==> config.mk <==
export PLATFORM = sky130hd
export DESIGN_NAME = rs_bank
export DESIGN_NICKNAME = d
export VERILOG_FILES = /design/src/rtl/rs_bank.sv
export SDC_FILE = /design/constraint.sdc
export NUM_CORES = 1
export LEC_CHECK = 0
export ABC_CLOCK_PERIOD_IN_PS = 2500
export BUFFER_PORTS_ARGS = -buffer_cell sky130_fd_sc_hd__buf_2
export CAP_MARGIN = 20
export CORE_UTILIZATION = 28
export CTS_CLUSTER_SIZE = 24
export DETAILED_ROUTE_END_ITERATION = 16
export GPL_TIMING_DRIVEN = 0
export PLACE_DENSITY_LB_ADDON = 0.15
export SYNTH_ARGS = -nofsm -noshare
export SYNTH_HDL_FRONTEND = slang
export SYNTH_SLANG_ARGS = --single-unit
==> constraint.sdc <==
create_clock -name clk -period 2.5 [get_ports clk]
set_input_delay 0.25 -clock clk [delete_from_list [all_inputs] [get_ports clk]]
set_output_delay 0.25 -clock clk [all_outputs]
set_load 0.01 [all_outputs]
==> src/rtl/rs_bank.sv <==
module rs_bank #(
  parameter int ENTRIES  = 3,
  parameter int DATA_W   = 32,
  parameter int OP_W     = 2,
  parameter int TAG_W    = 3,
  parameter int BASE_TAG = 1
) (
  input  logic              clk,
  input  logic              rst_n,
  input  logic              iss_valid,
  input  logic [OP_W-1:0]   iss_op,
  input  logic [TAG_W-1:0]  iss_j_tag,
  input  logic [DATA_W-1:0] iss_j_val,
  input  logic [TAG_W-1:0]  iss_k_tag,
  input  logic [DATA_W-1:0] iss_k_val,
  output logic              iss_ready,
  output logic [TAG_W-1:0]  iss_tag,
  input  logic              bc_valid,
  input  logic [TAG_W-1:0]  bc_tag,
  input  logic [DATA_W-1:0] bc_data,
  output logic              disp_valid,
  input  logic              disp_ready,
  output logic [OP_W-1:0]   disp_op,
  output logic [DATA_W-1:0] disp_a,
  output logic [DATA_W-1:0] disp_b,
  output logic [TAG_W-1:0]  disp_tag
);
  localparam int IDX_W = (ENTRIES > 1) ? $clog2(ENTRIES) : 1;

  logic [ENTRIES-1:0] busy, exec, rdy, pick;
  logic [ENTRIES-1:0] ahead [ENTRIES];
  logic [OP_W-1:0]    op_q  [ENTRIES];
  logic [DATA_W-1:0]  vj    [ENTRIES];
  logic [DATA_W-1:0]  vk    [ENTRIES];
  logic [TAG_W-1:0]   qj    [ENTRIES];
  logic [TAG_W-1:0]   qk    [ENTRIES];
  logic [IDX_W-1:0]   alloc_idx, disp_idx;

  always_comb begin
    alloc_idx = '0;
    for (int i = ENTRIES - 1; i >= 0; i--)
      if (!busy[i]) alloc_idx = IDX_W'(i);
  end

  assign iss_ready = ~&busy;
  assign iss_tag   = TAG_W'(BASE_TAG) + TAG_W'(alloc_idx);

  wire do_iss  = iss_valid && iss_ready;
  wire j_hit   = bc_valid && (iss_j_tag != '0) && (iss_j_tag == bc_tag);
  wire k_hit   = bc_valid && (iss_k_tag != '0) && (iss_k_tag == bc_tag);
  wire do_disp = disp_valid && disp_ready;

  always_comb begin
    disp_idx = '0;
    for (int i = ENTRIES - 1; i >= 0; i--)
      if (pick[i]) disp_idx = IDX_W'(i);
  end

  assign disp_valid = |pick;
  assign disp_op    = op_q[disp_idx];
  assign disp_a     = vj[disp_idx];
  assign disp_b     = vk[disp_idx];
  assign disp_tag   = TAG_W'(BASE_TAG) + TAG_W'(disp_idx);

  for (genvar g = 0; g < ENTRIES; g++) begin : g_ent
    localparam logic [TAG_W-1:0] OWN = TAG_W'(BASE_TAG + g);
    assign rdy[g]  = busy[g] && !exec[g] && qj[g] == '0 && qk[g] == '0;
    assign pick[g] = rdy[g] && !(|(rdy & ahead[g]));

    always_ff @(posedge clk or negedge rst_n) begin
      if (!rst_n) begin
        busy[g]  <= 1'b0;
        exec[g]  <= 1'b0;
        ahead[g] <= '0;
        op_q[g]  <= '0;
        vj[g]    <= '0;
        vk[g]    <= '0;
        qj[g]    <= '0;
        qk[g]    <= '0;
      end else begin
        if (bc_valid && busy[g]) begin
          if (qj[g] != '0 && qj[g] == bc_tag) begin
            vj[g] <= bc_data;
            qj[g] <= '0;
          end
          if (qk[g] != '0 && qk[g] == bc_tag) begin
            vk[g] <= bc_data;
            qk[g] <= '0;
          end
          if (bc_tag == OWN) begin
            busy[g] <= 1'b0;
            exec[g] <= 1'b0;
          end
        end
        if (do_disp && pick[g]) exec[g] <= 1'b1;
        if (do_iss && alloc_idx == IDX_W'(g)) begin
          busy[g]  <= 1'b1;
          exec[g]  <= 1'b0;
          op_q[g]  <= iss_op;
          ahead[g] <= busy & ~(ENTRIES'(1) << g);
          qj[g]    <= j_hit ? '0 : iss_j_tag;
          vj[g]    <= j_hit ? bc_data : iss_j_val;
          qk[g]    <= k_hit ? '0 : iss_k_tag;
          vk[g]    <= k_hit ? bc_data : iss_k_val;
        end else if (do_iss) begin
          ahead[g][alloc_idx] <= 1'b0;
        end
      end
    end
  end
endmodule

==> out/qor.yml, run 1 <==
status: "finished with violations"
violations: "negative setup slack"
grt_max_degree: 110
most-common-layout-cells: "266 x inv_1, 230 x dfrtp_1, 219 x buf_2"
worst_slack_ns: -0.571
grt_usage: 0.217
rows: 77
cap_violations: 0
drt_iter0_markers: 1410
clk_pin_slew_ns: 0.06
max_stage_delay_ns: 0.41
ant_nets: 0
final_common_cell: "inv_1"
syn_to_final_growth_pct: 30.2
worstHoldPathType: "in -> reg"
clock_latency_ns: 0.56
fp.dieH_um: 215
cpMaxStageDelayCell: "dfrtp_1"
min_period_ns: 3.07
setup_viol: 70
dpl.hpwl_um: 34800
fin_crit_sh: 1.23
worstMarginPinSlew_ns: 0.712
slew_headroom: 0.525
wire_per_inst_um: 23.4
antenna_found_initial: 1
clock_path_buffers: 3
core_area_sq_mm: 0.0444
cts_made_buffers: 28
whs_ns: 0.00765
final-hold-violation-count: 0
start_util: 0.285
fin_area_sq_mm: 0.0165
rrSetupSlack_ns: 0.07
syn_area_per_cell_sq_um: 9.81
num_antenna_cells: 0
synth_top_flop_cell: "dfrtp_1"
crit_type: "reg -> out"
endpoint_kind: "primary output"
rsz0062_at_grt: "yes"
worstPathCellList: "nor4_4 > and3_1 > a2111o_1 > buf_6 > a21bo_4 > buf_12 > buf_12 > a22oi_2 > buf_2"
cpMostUsedCell: "buf_12"
synth_area_sq_mm: 0.0127
vias: 11773
io_buffer_count: 184
grt_pass1_wl_um: 76600
drc_errors: 0
drt-total-wl_um: 51000
fillers: 4472
ir_drop_uv: 487
crit_fanout: 6
synth_cell_types: 54
async_flop_share: 1.00
routabilityCongestion: 0.840
p_leak_nw: 8.29
ios: 186
cts_tree: "done"
powerDensity_mw_per_mm2: 1350
cts-root-buf: "clkbuf_16"
skew_ns: 0.0113
design.die.area_sq_mm: 0.0461
timing.fmax_mhz: 326
drt_pre_antenna_iters: 9
fin_tns_setup_ns: -35.97
yosysSeqAreaShare: 0.456
vias_per_cell: 5.40
start_kind: "flip-flop"
clock-sinks: 231
synth_edf_count: 0
cp.arrival_ns: 2.82
slew_viol_final: 0
grt_overflow: 0
fin_nets: 1679
yosysWarningCount: 0
finalCoreUtilization: 0.372
ys_ff_latch: 231
netlist_instances: 1293
cp.required_ns: 2.25
cts-htree-levels: 1
crit_family: "compound AO/OA/AOI/OAI gates"
die_w_um: 215
syn_nets: 1406
placed_area_sq_mm: 0.0144
critical_path_buf_inv_count: 4
grt_pass1_vias: 12002
drive_gt1_frac: 0.289
==> report_power, final <==
part	switching, mW	leakage (nW)	internal [mW]
clock	1.71	0.497	2.76
combinational	6.49	5.23	5.13
sequential	0.765	2.56	5.48
total	8.96	8.29	13.4
==> worst paths after layout <==
| kind | startpoint | end | cells past startpoint |
|---|---|---|---|
| min | iss_k_val[27] | vk[27] | 3 |
| max | qk[2] | disp_a[15] | 9 |
| max in group asynchronous | rst_n | vk[49] | 4 |
| min reg2reg | op_q[0] | op_q[0] | 2 |
| min in group asynchronous | rst_n | busy[2] | 2 |
| max reg2reg | busy[1] | vj[61] | 6 |
==> worst register-to-register path, cell delays in order (launching register included) <==
cell and delay (ns):
dfrtp_1 0.37, buf_6 0.15, nor2b_1 0.28, nand2_1 0.33, o21bai_1 0.61, buf_2 0.39, a221oi_1 0.15
==> metal layers <==
layer	routed length, um	part of all wire	track usage	vias up
met5	18	0.00035	0	-
met4	1260	0.025	0.0595	2
met3	3130	0.061	0.0382	81
met2	23800	0.47	0.347	475
met1	22800	0.45	0.299	5973
li1	-	-	-	5242
==> synthesized netlist by cell type (all sizes together), types with 2 or more instances <==
library cell | count | share of area
a211o | 2 | 0.0014
a21boi | 2 | 0.0012
a21oi | 14 | 0.0058
a221oi | 96 | 0.066
a222oi | 96 | 0.076
a22oi | 63 | 0.061
a2bb2oi | 3 | 0.0021
and2 | 9 | 0.0044
and3 | 2 | 0.00099
buf | 62 | 0.034
clkbuf | 54 | 0.016
dfrtp | 231 | 0.46
inv | 267 | 0.079
mux2i | 66 | 0.052
nand2 | 56 | 0.017
nand2b | 3 | 0.0015
nand3 | 8 | 0.0036
nand4 | 65 | 0.032
nand4b | 3 | 0.0021
nor2 | 115 | 0.034
nor2b | 3 | 0.0015
nor3 | 3 | 0.0020
nor4 | 3 | 0.0020
nor4b | 7 | 0.012
o2111ai | 2 | 0.0028
o21a | 2 | 0.0012
o21ai | 6 | 0.0024
o21bai | 6 | 0.0036
o22ai | 19 | 0.0094
or2 | 2 | 0.00099
xnor2 | 3 | 0.0021
xor2 | 12 | 0.0083
==> kinds of logic after synthesis <==
family,after synthesis,share of synthesized area
and+or+nand+nor,280,0.114
muxes,66,0.0521
DFF,231,0.456
buffers and inverters,383,0.129
adders and majority gates,1,0.000987
AOI/OAI and AO/OA,316,0.237
other,1,0.000296
xor gates and xnor gates,15,0.0104
==> metrics by stage <==
| stage | worst slack, ns | total power [mW] | std cells |
|---|---|---|---|
| 6_report | -0.571 | 22.3 | 2180 |
| 5_1_grt | -0.658 | 23.6 | 2180 |
| 3_5_place_dp | -0.696 | 16.4 | 2071 |
| 4_1_cts | -0.582 | 22.0 | 2173 |
| 3_3_place_gp | -3.50 | 16.2 | 2069 |
| 2_1_floorplan | 0.287 | 12.8 | 1293 |
==> registers in the layout, indices dropped and copies added (netlist names) <==
name and flops:
exec 3, ahead 9, vk 96, op_q 6, qj 9, vj 96
busy 3, qk 9
==> cell type report <==
type                       count  area, sq um  area share
timing repair buffer         248         1740       0.105
clock buffer                  42          855      0.0518
sequential                   231         5780       0.350
inverter                     267         1000      0.0607
clock inverter                10          153     0.00925
multi-input combinational    679         5470       0.331
buffer                       111          774      0.0469
tap                          592          741      0.0449
==> repair_timing <==
item | 4_1_cts | 5_1_grt
endpoints found under the setup margin | 194 | 161
hold buffers | 30 | 0
pin swaps | 56 | 21
endpoints found under the hold margin | 189 | 0
resized for setup | 101 | 25
cloned | 3 | 5
setup buffers | 21 | 3
Note: power is estimated with default switching activity, not from simulation.
==> run 2: changes to the inputs <==
Settings changed: ABC_AREA set to 1.
==> run 2 against run 1 <==
Compared with the run above: the run still ends with negative setup slack left; design area rose by 19%; global-route usage rose by 4.1 points; critical endpoint is now disp_a[22]; first-iteration DRC count rose by 6.7%; combinational power rose by 46%; routed wire length rose by 37%; sequential power rose by 2%; non-clock buffer count rose by 35; flip-flop and latch count did not move; cell count rose by 40%.
==> out/qor.yml, run 2 <==
status: "finished with violations"
violations: "negative setup slack"
die_w_um: 229
grt_usage: 0.258
crit_fanout: 10
grt_pass1_vias: 16087
p_sw_frac: 0.458
worstHoldPathType: "in -> reg"
synth_edf_count: 0
fin_crit_sh: 1.12
cp.required_ns: 2.25
rr_worst_depth: 6
grt_use_met1: 0.344
rrSetupSlack_ns: 0.06
use_met2: 0.416
vias: 16233
synth_top_flop_cell: "dfrtp_1"
fin_nets: 2476
wire_per_inst_um: 22.8
drt_pre_antenna_iters: 6
largestRegisters: "vj (96), vk (96)"
power_frac_seq: 0.228
dpl.hpwl_um: 48400
power_frac_comb: 0.604
netlist.area_leader.share: 0.401
final-hold-violation-count: 0
slew_viol_final: 0
core_area_sq_mm: 0.0505
grt_max_degree: 95
clock_path_buffers: 3
pwr-share-clk: 0.167
final_common_cell: "nand3_1"
rsz0062_at_grt: "yes"
synth_area_sq_mm: 0.0144
timing.fmax_mhz: 356
design.die.area_sq_mm: 0.0524
ios: 186
clk_pin_slew_ns: 0.06
whs_ns: 0.00809
powerDensity_mw_per_mm2: 1420
slew_headroom: 0.397
finalNonFillerCells: 3055
synth_area_leaders: "dfrtp_1 40%, nand3_1 21%, nand2_1 12%"
worstMarginPinSlew_ns: 0.904
num_antenna_cells: 0
routabilityCongestion: 0.899
setup_viol: 70
p_leak_nw: 10.0
rows: 82
vias_per_cell: 5.31
crit_start: "qj[2]"
drt-total-wl_um: 69700
grt.busiest_layer: "met2"
switching_power_mw: 12.8
syn_to_final_growth_pct: 36.3
placed_cells: 2948
io_buffer_count: 182
start_util: 0.286
worst_slack_ns: -0.312
cts_made_buffers: 29
ir_drop_uv: 587
yosysTopAreaCell: "dfrtp_1"
start_kind: "flip-flop"
clock-sinks: 231
cts-root-buf: "clkbuf_16"
clock_latency_ns: 0.58
skew_ns: 0.0154
fin_tns_setup_ns: -17.85
endpoint_kind: "primary output"
crit_end: "disp_a[22]"
yosysSeqAreaShare: 0.401
drive_gt1_frac: 0.242
fillers: 5369
antenna_found_initial: 0
intPower_mw: 15.2
yosysMostFrequentCell: "nand3_1"
cap_violations: 0
cts-htree-levels: 1
grt_overflow: 0
reg2reg_to: "vk[10]"
ys_ff_latch: 231
yosysWarningCount: 0
cts_tree: "done"
synth_cell_types: 27
grt_pass1_wl_um: 102000
async_flop_share: 1.00
netlist_instances: 2092
most-common-layout-cells: "504 x nand3_1, 403 x nand2_1, 322 x inv_1"
grtUsageMet3: 0.0427
fp.dieH_um: 229
drc_errors: 0
syn_nets: 2205
r2r_start: "busy[2]"
ys_top_cells_by_count: "598 x nand3_1, 471 x nand2_1, 336 x inv_1"
min_period_ns: 2.81
crit_type: "reg -> out"
ant_nets: 0
cp.arrival_ns: 2.56
syn_area_per_cell_sq_um: 6.89
drt_iter0_markers: 1505
## run 2: cell types whose count changed in the layout (fill, tap and decap cells not counted), moves of 65 or more
cell	before	now
nand3_2	2	72
a222oi_1	96	0
nand3_1	3	504
o22ai_1	19	84
nand2_1	55	403
nor2_1	113	19
a221oi_1	96	0
## run 2: worst min-delay path by stage
stage | depth (start not counted) | start | end
finish | 3 | bc_data[14] | vk[14]
global route | 3 | bc_data[0] | vj[0]
CTS | 3 | bc_data[14] | vk[14]
detailed placement | 1 | rst_n | vj[60]
global placement | 2 | ahead[1] | ahead[1]
floorplan | 0 | rst_n | ahead[0]
## run 2: what timing repair did
item | CTS | global route
hold endpoints to repair | 65 | 0
gates cloned | 4 | 9
setup endpoints to repair | 134 | 202
setup buffers | 34 | 10
hold buffers | 4 | 0
pin swaps | 49 | 86
gates resized for setup | 272 | 152
## run 2: cell type report
type,count,area [sq um],area share
multi-input cells,1366,7660,0.390
flip-flops and latches,231,5780,0.294
repair buffers,242,1940,0.0985
inverters,341,1290,0.0655
plain buffers,152,1120,0.0572
clock buffers,43,858,0.0437
well taps,672,841,0.0428
clock inverters,8,169,0.00859
## run 2: power groups by stage
stage	sequential, mW	combinational, mW	clock [mW]
final	6.38	16.9	4.67
after global routing	6.57	18.2	4.84
after CTS	6.32	15.0	4.71
after detailed placement	6.36	12.3	0
after global placement	6.31	12.2	0
after floorplan	6.15	7.54	0
## run 2: routing by layer
metal	vias to the layer above	share of wire
li1	7479	-
met3	152	0.074
met5	-	0
met1	7901	0.43
met4	0	0.040
met2	701	0.46
## run 2: logic make-up (layout without fill, tap and decap cells)
family | after synthesis | count (layout) | share of synthesized area
other | 1 | 1 | 0.000260
buffers and inverters | 495 | 786 | 0.139
flip-flops | 231 | 231 | 0.401
XOR/XNOR | 8 | 8 | 0.00486
adder cells (fa/ha/maj) | 1 | 1 | 0.000868
AND/OR/NAND/NOR | 1176 | 1176 | 0.373
AO/OA/AOI/OAI | 180 | 180 | 0.0811
## run 2: metrics by stage
stage	total power [mW]	utilization	setup WS [ns]	instance area [sq um]
after global routing	29.6	0.389	-0.397	19700
after floorplan	13.7	-	0.633	14400
final	27.9	0.389	-0.312	19700
after detailed placement	18.7	0.322	-0.499	16200
after global placement	18.5	0.320	-3.60	16200
after CTS	26.0	0.371	-0.311	18700
## run 2: critical path, stage by stage (launching register included)
cell,delay (ns)
dfrtp_1,0.40
inv_2,0.09
nand2_4,0.07
buf_6,0.11
nor2_4,0.20
nand3_4,0.11
nand3_4,0.17
buf_6,0.21
buf_8,0.21
nand3_1,0.12
nand3_2,0.10
nand2_2,0.05
buf_6,0.12
